File: config.mk
export PLATFORM = sky130hd
export DESIGN_NAME = ulp_entry_seq
export DESIGN_NICKNAME = d
export VERILOG_FILES = /design/src/rtl/ulp_entry_seq.sv
export SDC_FILE = /design/constraint.sdc
export NUM_CORES = 1
export LEC_CHECK = 0
export ABC_AREA = 0
export BUFFER_PORTS_ARGS = -buffer_cell sky130_fd_sc_hd__buf_2
export CORE_MARGIN = 2
export CORE_UTILIZATION = 54
export CTS_BUF_LIST = sky130_fd_sc_hd__clkbuf_8
export CTS_CLUSTER_DIAMETER = 100
export DETAILED_ROUTE_END_ITERATION = 16
export PLACE_DENSITY = 0.87
export REMOVE_ABC_BUFFERS = 1
export SLEW_MARGIN = 10
export SYNTH_ARGS = -nofsm -noshare
export SYNTH_HDL_FRONTEND = slang
export SYNTH_SLANG_ARGS = --single-unit
File: constraint.sdc
create_clock -name clk -period 1.8 [get_ports clk]
set_input_delay 0 -clock clk [delete_from_list [all_inputs] [get_ports clk]]
set_output_delay 0 -clock clk [all_outputs]
set_load 0.01 [all_outputs]
File: src/rtl/ulp_entry_seq.sv
module ulp_entry_seq #(
  parameter int TMO_W = 16
) (
  input  logic             clk,
  input  logic             rst_n,
  input  logic             req,
  input  logic             two_lane,
  input  logic             keep_pll,
  input  logic [TMO_W-1:0] tmo_limit,
  input  logic [1:0]       clk_ctl,
  input  logic [3:0]       trig,
  input  logic [8:0]       stat,
  input  logic             pll_lock,
  input  logic             mux_ack,
  input  logic             pll_en_rst,
  input  logic             reg_en_rst,
  output logic             done,
  output logic             err,
  output logic             err_tmo,
  output logic             byteclk_sel,
  output logic [3:0]       ulp_req,
  output logic             pll_en,
  output logic             reg_en
);

  localparam logic [3:0] ENTER_CODE = 4'h5;

  typedef enum logic [2:0] {
    S_IDLE, S_CHECK, S_SWCLK, S_REQ, S_WAIT, S_PLLOFF, S_DONE, S_ERR
  } state_t;

  state_t           state;
  logic [TMO_W-1:0] cnt;
  logic             stop_ok, lanes_ok, pre_ok;

  assign stop_ok  = pll_lock & ~stat[1] &
                    (two_lane ? (stat[8:4] == 5'b11011) : (stat[6:4] == 3'b011));
  assign lanes_ok = two_lane ? (stat[8:1] == 8'h00) : (stat[6:1] == 6'h00);
  assign pre_ok   = (clk_ctl == 2'b11) & pll_en & reg_en &
                    (ulp_req == 4'h0) & (trig == 4'h0) & stop_ok;

  assign done = (state == S_DONE);
  assign err  = (state == S_ERR);

  always_ff @(posedge clk) begin
    if (!rst_n) begin
      state       <= S_IDLE;
      cnt         <= '0;
      err_tmo     <= 1'b0;
      byteclk_sel <= 1'b0;
      ulp_req     <= 4'h0;
      pll_en      <= pll_en_rst;
      reg_en      <= reg_en_rst;
    end else begin
      case (state)
        S_IDLE:  if (req) state <= S_CHECK;
        S_CHECK: begin
          if (pre_ok) begin
            byteclk_sel <= 1'b1;
            state       <= S_SWCLK;
          end else begin
            err_tmo <= 1'b0;
            state   <= S_ERR;
          end
        end
        S_SWCLK: if (mux_ack) begin
          ulp_req <= ENTER_CODE;
          state   <= S_REQ;
        end
        S_REQ: begin
          cnt   <= '0;
          state <= S_WAIT;
        end
        S_WAIT: begin
          if (lanes_ok) begin
            state <= keep_pll ? S_DONE : S_PLLOFF;
          end else if (cnt == tmo_limit) begin
            err_tmo <= 1'b1;
            state   <= S_ERR;
          end else begin
            cnt <= cnt + 1'b1;
          end
        end
        S_PLLOFF: begin
          pll_en <= 1'b0;
          state  <= S_DONE;
        end
        S_DONE:  state <= S_IDLE;
        default: state <= S_ERR;
      endcase
    end
  end


  clk_before_req_chk: assert property (@(posedge clk) disable iff (!rst_n)
    (ulp_req != 4'h0) |-> byteclk_sel);


  req_after_ack_chk: assert property (@(posedge clk) disable iff (!rst_n)
    $rose(ulp_req[0]) |-> $past(mux_ack));


  pll_off_late_chk: assert property (@(posedge clk) disable iff (!rst_n)
    $fell(pll_en) |-> (ulp_req == ENTER_CODE) && !err && !keep_pll);


  done_pulse_chk: assert property (@(posedge clk) disable iff (!rst_n)
    done |=> !done && !err);


  err_hold_chk: assert property (@(posedge clk) disable iff (!rst_n)
    err |=> err && $stable(ulp_req) && $stable(byteclk_sel) && $stable(pll_en) && $stable(err_tmo));


  pre_err_quiet_chk: assert property (@(posedge clk) disable iff (!rst_n)
    ($rose(err) && !err_tmo) |-> $stable(byteclk_sel) && $stable(ulp_req));

endmodule

==> flow_summary_export.csv, run 1 <==
group,metric,value,unit
drt,vias_per_cell,5.84,
cts,insertion_delay,0.28,ns
synthesis,avgSynthCellArea,8.78,um^2
floorplan,die_w,60.5,um
timing,hold_viol_final,0,
cts,htreeDepth,1,
worst_setup_path,rr_worst_depth,6,
worst_setup_path,cp_data_required_time,1.96,ns
synthesis,synth-edff-count,2,
timing,finalClockSkew,0.00386,ns
hold_path,hold_depth,2,
global_routing,grt_usage,0.257,
finish,n_antenna_cell,0,
hold_path,hp-class,"in2reg",
finish,design_area,2200,um^2
synthesis,synth_seq_cells,24,
timing,finalCritPeriodShare,0.932,
synthesis,async_flop_share,0,
cts,path_clk_slew,0.09,ns
worst_setup_path,cp-start-kind,"register",
worst_setup_path,worst-setup-path-type,"reg2reg",
worst_setup_path,timing.rr.start,"cnt[2]$_SDFFE_PN0P_",
drt,wl,4.32,mm
hold_path,holdPathEnd,"pll_en$_SDFFCE_PP0P_",
placed_design,port_buffers,46,
placed_design,place_hpwl,3.16,mm
synthesis,synth.top_cell.area_share,0.256,
power_and_ir_drop,ir_drop,0.656,mV
finish,regArea,505,um^2
drt,drt-initial-drc-count,125,
power_and_ir_drop,powerDensity,894,nW/um^2
global_routing,first_global_vias,1512,
timing,setup_tns,0,ns
floorplan,num_io_pins,50,
worst_setup_path,timing.rr.end,"cnt[8]$_SDFFE_PN0P_",
cts,cts_buffer_depth,2,
timing,fmax,596,MHz
cts,clockRootBuffer,"clkbuf_8",
placed_design,place_area,2080,um^2
synthesis,synth_area_leaders,"dfxtp_1 26%, mux2i_1 8.7%, xnor2_1 8.1%",
synthesis,yosys-top-cells-count,"22 x dfxtp_1, 20 x nand2_1, 16 x xnor2_1",
global_routing,grt_start_max_net_pins,22,
synthesis,yosysMostFrequentCell,"dfxtp_1",
worst_setup_path,cp_slowest_cell,"dfxtp_1",
synthesis,synth_flop_cell,"dfxtp_1",
synthesis,ys_warn_count,0,
synthesis,synth.distinct_cells,47,
worst_setup_path,cp-end-kind,"register",
global_routing,grt_overflow,0,
floorplan,coreArea,3050,um^2
finish,finalNetCount,295,
worst_setup_path,cp_data_arrival_time,1.84,ns
hold_path,worstHoldStart,"pll_en_rst",
drt,via_count,1733,
drt,route.detailed.drc,0,
worst_setup_path,crit_chain,"xnor2_1 > nand4_1 > nor4_4 > buf_12 > a2111oi_2 > mux2i_1",
run,maxCapViolations,0,
floorplan,rows,20,
worst_setup_path,slowest_delay,0.43,ns
synthesis,syn_inst,196,
finish,syn2layout_area_growth,27.7,%
timing,setup-violations-final,0,
worst_setup_path,crit_fanout,20,
synthesis,synth.largest_area_cell,"dfxtp_1",
floorplan,die-height,60.5,um
global_routing,antenna_found_initial,0,
finish,fillCellCount,242,
drt,ant_nets,0,
drt,wire_per_inst,14.5,um
timing,max_slew_margin,0.576,
cts,numCtsBuffers,3,
finish,drive_above_1_share,0.352,
finish,multiInputGateArea,1130,um^2
timing,period_minus_slack,1.68,ns
cts,cts_tree,"yes",
placed_design,place_congestion,0.887,
run_status,status,"completed",
floorplan,initial_core_util,0.564,
synthesis,yosysSeqAreaShare,0.291,
global_routing,grt_pass1_wl,6.98,mm
worst_setup_path,r2r_slack,0.12,ns
synthesis,syn-cell-area,1720,um^2
drt,drtPass1Iterations,4,
timing,max_slew.worst_pin.slew,0.636,ns
cts,postCtsSetupRepairBufs,0,
timing,rsz0062_at_grt,"false",
timing,maxSlewViolCount,0,
cts,clock_sinks,24,
power_and_ir_drop,leakage,0.000826,uW
floorplan,die_area,3660,um^2
-- where the power goes --
group | total [uW] | internal (uW) | switching [uW]
clock | 490 | 298 | 192
sequential | 648 | 592 | 56.1
combinational | 827 | 370 | 457
-- stage by stage --
step	hold WS, ns	power, uW	setup slack (ns)	cells	util
finish	0.0213	1960	0.123	297	0.720
global route	0.0246	2070	0.00343	297	0.720
floorplan	0.0989	1100	-0.683	183	-
CTS	0.0212	1930	0.0461	297	0.714
detailed placement	0.181	1450	0.0719	290	0.681
global placement	0.180	1430	0.122	290	0.681
-- layer usage --
metal / part of all wire / vias to the layer above / global-route usage / wire [um]
li1: - / 836 / - / -
met1: 0.45 / 811 / 0.352 / 1940
met2: 0.48 / 74 / 0.402 / 2070
met3: 0.047 / 12 / 0.0362 / 202
met4: 0.024 / 0 / 0.121 / 105
met5: 0 / - / 0 / 0
-- repair_timing --
item / CTS / global route
gates resized for setup: 0 / 7
endpoints found under the setup margin: 0 / 17
hold buffers: 3 / 0
endpoints found under the hold margin: 3 / 0
-- area by class of cell --
type,count,area share
Inverter,6,0.0102
Multi-Input combinational cell,153,0.513
Sequential cell,24,0.230
Tap cell,44,0.0250
Clock buffer,3,0.0188
Clock inverter,1,0.0137
Timing Repair Buffer,66,0.190
-- sequential cells by signal, indices dropped and copies added, names as in the netlist --
register and cells:
ulp_req 1, err_tmo 1, state 3, cnt 16, reg_en 1, pll_en 1
byteclk_sel 1
-- cell families (layout without fill, tap and decap cells) --
logic type,after synthesis,count (layout),synth area share
AOI/OAI and AO/OA,40,40,0.205
buffers and inverters,20,76,0.0698
DFF,24,24,0.291
other,1,2,0.00218
xor gates and xnor gates,16,16,0.0814
and+or+nand+nor,79,79,0.257
adders and majority gates,1,1,0.00727
muxes,15,15,0.0872
-- critical path: cells and delay by family, from the launching register on --
kind / cells / cell delay (ns)
multiplexers: 1 / 0.13
buffers and inverters: 1 / 0.21
XOR/XNOR: 1 / 0.14
AND/OR/NAND/NOR: 2 / 0.55
flip-flops: 1 / 0.43
AO/OA/AOI/OAI: 1 / 0.09
-- worst max-delay path by stage --
stage                          start  depth (start not counted)                   end  slack (ns)
2_1_floorplan  state[0]$_SDFFE_PN0P_                          5   cnt[2]$_SDFFE_PN0P_       -0.68
3_5_place_dp   state[1]$_SDFFE_PN0P_                          7   cnt[3]$_SDFFE_PN0P_        0.07
6_report         cnt[2]$_SDFFE_PN0P_                          6   cnt[8]$_SDFFE_PN0P_        0.12
5_1_grt          cnt[3]$_SDFFE_PN0P_                          6   cnt[3]$_SDFFE_PN0P_       0.003
4_1_cts        state[1]$_SDFFE_PN0P_                          7   cnt[3]$_SDFFE_PN0P_        0.05
3_3_place_gp   state[1]$_SDFFE_PN0P_                          6  cnt[15]$_SDFFE_PN0P_        0.12
-- cell usage in the layout (no fill, tap or decap), drive strengths merged, types with 5 or more instances in the layout --
| cell | count |
|---|---|
| nor3 | 7 |
| mux2i | 15 |
| a211oi | 5 |
| nor2 | 8 |
| o21ai | 5 |
| dfxtp | 22 |
| nand2 | 20 |
| xnor2 | 16 |
| buf | 63 |
| inv | 6 |
| a21oi | 9 |
| o2111ai | 5 |
| nand3 | 7 |
| or3 | 15 |
| nand4 | 7 |
Note: power is estimated with default switching activity, not from simulation.
==> run 2, diff against run 1 <==
CORE_ASPECT_RATIO = 1.25   (was not set)
CORE_UTILIZATION = 38   (was 54)
PLACE_DENSITY = 0.66   (was 0.87)
SETUP_SLACK_MARGIN = 0.1   (was not set)
==> flow_summary_export.csv, run 2 (synthesis results as in run 1) <==
group,metric,value,unit
power_and_ir_drop,fin_total_pwr,1910,uW
timing,finalCritPeriodShare,0.970,
worst_setup_path,cp-start-kind,"register",
finish,finalNetCount,311,
timing,period_minus_slack,1.75,ns
worst_setup_path,crit_start,"cnt[10]$_SDFFE_PN0P_",
global_routing,antenna_found_initial,0,
finish,layout_commonest_cell,"buf_2",
drt,drtPass1Iterations,4,
timing,fmax,573,MHz
finish,layout.cells.non_filler,327,
drt,via_count,1770,
worst_setup_path,cp_num_buf_inv,2,
drt,ant_nets,0,
worst_setup_path,cp-end-kind,"register",
worst_setup_path,slowest_delay,0.38,ns
global_routing,grt_overflow,0,
placed_design,place_congestion,0.832,
floorplan,die_area,5090,um^2
cts,path_clk_slew,0.09,ns
finish,drive_above_1_share,0.431,
drt,wl,4.76,mm
finish,syn2layout_area_growth,41.8,%
cts,clock_sinks,24,
power_and_ir_drop,ir_drop,0.278,mV
drt,route.detailed.drc,0,
floorplan,die-height,79.3,um
floorplan,initial_core_util,0.392,
worst_setup_path,cp_data_required_time,1.96,ns
global_routing,grt_pass1_wl,6.94,mm
timing,maxSlewViolCount,0,
global_routing,grt_usage,0.173,
run_status,status,"completed",
finish,layout_common_cells,"47 x buf_2, 27 x buf_4, 20 x nand2_1",
power_and_ir_drop,leakage,0.000940,uW
cts,clockRootBuffer,"clkbuf_8",
worst_setup_path,crit_chain,"xnor2_2 > nand4_1 > nor4_4 > buf_4 > clkbuf_16 > a2111oi_4 > mux2i_1",
placed_design,place_hpwl,3.24,mm
timing,hold_viol_final,0,
global_routing,grt_start_max_net_pins,22,
floorplan,coreArea,4390,um^2
timing,max_slew.worst_pin.slew,0.687,ns
cts,cts_buffer_depth,2,
run,maxCapViolations,0,
cts,insertion_delay,0.27,ns
floorplan,rows,27,
timing,setup-violations-final,0,
timing,finalClockSkew,0.00896,ns
worst_setup_path,timing.rr.start,"cnt[10]$_SDFFE_PN0P_",
placed_design,port_buffers,46,
power_and_ir_drop,powerDensity,784,nW/um^2
placed_design,pre_cts_slack,0.0539,ns
finish,n_antenna_cell,0,
drt,drt-initial-drc-count,109,
worst_setup_path,worst-setup-path-type,"reg2reg",
drt,vias_per_cell,5.41,
finish,top_regs,"cnt (16), state (3)",
floorplan,num_io_pins,50,
cts,cts_tree,"yes",
cts,numCtsBuffers,3,
floorplan,die_w,64.2,um
hold_path,hp-class,"in2reg",
cts,htreeDepth,1,
worst_setup_path,cp_top_family,"simple AND/OR/NAND/NOR gates",
worst_setup_path,cp_slowest_cell,"nor4_4",
finish,largest_register_ffs,16,
global_routing,first_global_vias,1505,
placed_design,place_inst,311,
drt,wire_per_inst,14.6,um
finish,top_register,"cnt",
worst_setup_path,cp_data_arrival_time,1.90,ns
timing,rsz0062_at_grt,"true",
timing,finalWorstSetupSlack,0.0536,ns
hold_path,worstHoldStart,"rst_n",
worst_setup_path,crit_fanout,8,
timing,max_slew_margin,0.542,
-- run 2: layer usage --
layer  wire length [um]  global-route usage
met1               1950               0.208
met2               2430               0.310
met3                301              0.0156
met4                 78              0.0766
met5                  0                   0
-- run 2: worst paths after layout --
check,endpoint,slack (ns),cells past startpoint
max,cnt[7]$_SDFFE_PN0P_,0.05,7
min,byteclk_sel$_SDFFE_PN0P_,0.007,2
max reg2reg,cnt[7]$_SDFFE_PN0P_,0.05,7
min reg2reg,byteclk_sel$_SDFFE_PN0P_,0.47,1
-- run 2: area by class of cell --
cell class	instances	area, um^2
fillers	405	1950
multi-input cells	153	1210
repair buffers	82	571
flip-flops and latches	24	518
well taps	58	72.6
clock buffers	3	41.3
inverters	6	22.5
clock inverters	1	3.75
-- run 2: report_power, final --
group          switching, uW  leakage, uW  internal [uW]
Clock                    175    0.0000269            153
Combinational            517     0.000710            417
Sequential              57.3     0.000203            596
Total                    749     0.000940           1170
-- run 2: worst reg2reg max path, cell delays in order (launching register included) --
cell and delay [ns]:
dfxtp_2 0.34, xnor2_2 0.16, nand4_1 0.21, nor4_4 0.38, buf_4 0.17, clkbuf_16 0.16, a2111oi_4 0.07, mux2i_1 0.14
-- run 2: repair_timing --
| item | in CTS | in global routing |
|---|---|---|
| gates resized for setup | 4 | 23 |
| cloned | 0 | 3 |
| hold buffers | 2 | 0 |
| pin swaps | 1 | 15 |
| setup endpoints to repair | 8 | 15 |
| hold endpoints to repair | 2 | 0 |
| setup buffers | 0 | 7 |
-- run 2: stage by stage --
| stage | setup TNS [ns] | hold WS (ns) | area, um^2 | util |
|---|---|---|---|---|
| 3_5_place_dp | 0 | 0.185 | 2140 | 0.487 |
| 6_report | 0 | 0.00713 | 2440 | 0.556 |
| 5_1_grt | -0.0155 | 0.0140 | 2440 | 0.556 |
| 4_1_cts | 0 | 0.00272 | 2210 | 0.503 |
| 2_1_floorplan | -11.70 | 0.0989 | 1630 | - |
| 3_3_place_gp | 0 | 0.185 | 2140 | 0.487 |
==> run 3, diff against run 2 <==
ABC_AREA = 1   (was 0)
PLACE_DENSITY = 0.65   (was 0.66)
SETUP_SLACK_MARGIN = not set   (was 0.1)
==> flow_summary_export.csv, run 3 <==
group,metric,value,unit
global_routing,first_global_vias,1898,
synthesis,synth.top_cell.area_share,0.239,
finish,top_register,"cnt",
synthesis,yosys-top-cells-count,"96 x nand2_1, 53 x nor2_1, 44 x inv_1",
finish,layout_commonest_cell,"nand2_1",
synthesis,avgSynthCellArea,5.81,um^2
worst_setup_path,timing.rr.end,"cnt[11]$_SDFFE_PN0P_",
worst_setup_path,setup.worst_path.end,"cnt[11]$_SDFFE_PN0P_",
synthesis,synth_area_leaders,"dfxtp_1 24%, nand2_1 20%, nor2_1 11%",
timing,hold_viol_final,0,
synthesis,synth.largest_area_cell,"dfxtp_1",
finish,n_antenna_cell,0,
worst_setup_path,worst-setup-path-type,"reg2reg",
finish,fillCellCount,521,
timing,period_minus_slack,1.63,ns
worst_setup_path,cp-start-kind,"register",
placed_design,port_buffers,46,
worst_setup_path,cp_data_arrival_time,1.77,ns
global_routing,grt_overflow,0,
finish,multiInputGateArea,1120,um^2
worst_setup_path,rr_worst_depth,10,
drt,ant_nets,0,
drt,route.detailed.drc,0,
finish,drive_above_1_share,0.199,
floorplan,die-height,81.9,um
cts,path_clk_slew,0.09,ns
synthesis,syn-cell-area,1840,um^2
synthesis,syn_inst,317,
drt,drt-initial-drc-count,132,
drt,wl,4.76,mm
worst_setup_path,cp_data_required_time,1.94,ns
worst_setup_path,crit_fanout,6,
power_and_ir_drop,leakage,0.00103,uW
placed_design,place_congestion,0.865,
power_and_ir_drop,ir_drop,0.671,mV
timing,setup-violations-final,0,
synthesis,synth-edff-count,2,
drt,via_count,2081,
worst_setup_path,cp-end-kind,"register",
synthesis,yosysMostFrequentCell,"nand2_1",
cts,postCtsSetupRepairBufs,0,
global_routing,grt_pass1_wl,7.97,mm
worst_setup_path,r2r_slack,0.17,ns
cts,cts_tree,"yes",
global_routing,grt_usage,0.185,
run,maxCapViolations,0,
worst_setup_path,crit_start,"cnt[12]$_SDFFE_PN0P_",
worst_setup_path,timing.rr.start,"cnt[12]$_SDFFE_PN0P_",
cts,clock_sinks,24,
floorplan,coreArea,4690,um^2
synthesis,synth_seq_cells,24,
finish,top_regs,"cnt (16), state (3)",
timing,fmax,614,MHz
finish,design_area,2250,um^2
floorplan,num_io_pins,50,
timing,maxSlewViolCount,0,
global_routing,antenna_found_initial,0,
global_routing,grt_start_max_net_pins,17,
placed_design,place_hpwl,3.62,mm
cts,htreeDepth,1,
synthesis,synth.distinct_cells,28,
finish,largest_register_ffs,16,
timing,setup_tns,0,ns
drt,vias_per_cell,4.83,
cts,cts_buffer_depth,2,
synthesis,synth_flop_cell,"dfxtp_1",
floorplan,die_area,5430,um^2
timing,finalCritPeriodShare,0.905,
finish,syn2layout_area_growth,22.1,%
finish,regArea,507,um^2
hold_path,hp-class,"in2reg",
placed_design,place_area,2160,um^2
synthesis,ys_warn_count,0,
synthesis,yosysSeqAreaShare,0.272,
drt,drtPass1Iterations,4,
timing,finalClockSkew,0.00732,ns
cts,clockRootBuffer,"clkbuf_8",
synthesis,async_flop_share,0,
floorplan,rows,28,
cts,insertion_delay,0.27,ns
finish,finalNetCount,413,
hold_path,hold_depth,3,
finish,layout_common_cells,"95 x nand2_1, 52 x nor2_1, 46 x buf_2",
floorplan,die_w,66.3,um
cts,numCtsBuffers,3,
drt,wire_per_inst,11.0,um
run_status,status,"completed",
power_and_ir_drop,powerDensity,826,nW/um^2
floorplan,initial_core_util,0.393,
[run 3: changes by cell type in the layout (fill, tap and decap cells not counted), moves of 9 or more]
| cell | before | now |
|---|---|---|
| nor2_1 | 5 | 52 |
| or3_1 | 15 | 0 |
| xnor2_1 | 13 | 0 |
| a21oi_1 | 7 | 24 |
| nand3_1 | 7 | 25 |
| buf_4 | 27 | 10 |
| mux2i_1 | 15 | 0 |
| inv_1 | 7 | 45 |
| nand2_1 | 20 | 95 |
| xor2_1 | 0 | 9 |
[run 3: worst max-delay path, cell delays in order (launching register included)]
cell	delay (ns)
dfxtp_1	0.41
inv_1	0.07
nand2_1	0.06
nand2_1	0.05
nor2_1	0.10
nand2_1	0.07
nor2_1	0.20
nand3_2	0.20
buf_4	0.21
nand3_1	0.08
a21oi_1	0.06
[run 3: through the flow]
stage / hold WS (ns) / utilization / cells / setup slack (ns) / power, uW
2_1_floorplan: 0.0989 / - / 308 / 0.0903 / 1170
3_3_place_gp: 0.177 / 0.460 / 424 / 0.222 / 1490
3_5_place_dp: 0.179 / 0.460 / 424 / 0.173 / 1510
4_1_cts: 0.00672 / 0.474 / 430 / 0.134 / 1840
5_1_grt: 0.0184 / 0.479 / 431 / -0.00897 / 2000
6_report: 0.0129 / 0.479 / 431 / 0.171 / 1860
[run 3: where the power goes]
group	switching (uW)	internal, uW
logic	556	319
clock network	179	153
registers	60.5	593
[run 3: worst min path at each step]
stage	startpoint	slack [ns]	endpoint
after floorplan	reg_en_rst	0.1	reg_en$_DFFE_PN_
after global placement	reg_en_rst	0.18	reg_en$_DFFE_PN_
after detailed placement	reg_en_rst	0.18	reg_en$_DFFE_PN_
after CTS	pll_en_rst	0.007	pll_en$_SDFFCE_PP0P_
after global routing	pll_en_rst	0.02	pll_en$_SDFFCE_PP0P_
final	pll_en_rst	0.01	pll_en$_SDFFCE_PP0P_
[run 3: repair_timing]
item / 4_1_cts / 5_1_grt
hold buffers: 2 / 0
setup endpoints to repair: 0 / 17
hold endpoints to repair: 2 / 0
resized for setup: 0 / 9
[run 3: cell families after synthesis]
group	Yosys count	synth area share
and+or+nand+nor	196	0.451
buffers and inverters	56	0.132
AOI/OAI and AO/OA	30	0.0930
DFF	24	0.272
xor gates and xnor gates	9	0.0428
adders and majority gates	1	0.00679
other	1	0.00203
[run 3: final cells by class]
| cell class | count | share of cell area |
|---|---|---|
| clock buffer | 3 | 0.0183 |
| clock inverter | 1 | 0.00167 |
| inverter | 46 | 0.0778 |
| multi-input combinational | 239 | 0.499 |
| sequential | 24 | 0.225 |
| tap | 60 | 0.0334 |
| timing repair buffer | 58 | 0.145 |
[run 3: layer usage]
layer	vias up	global-route usage	routed length, um	part of all wire
li1	1108	-	-	-
met1	900	0.215	2030	0.43
met2	63	0.346	2420	0.51
met3	10	0.0178	212	0.045
met4	0	0.0673	89	0.019
met5	-	0	0	0
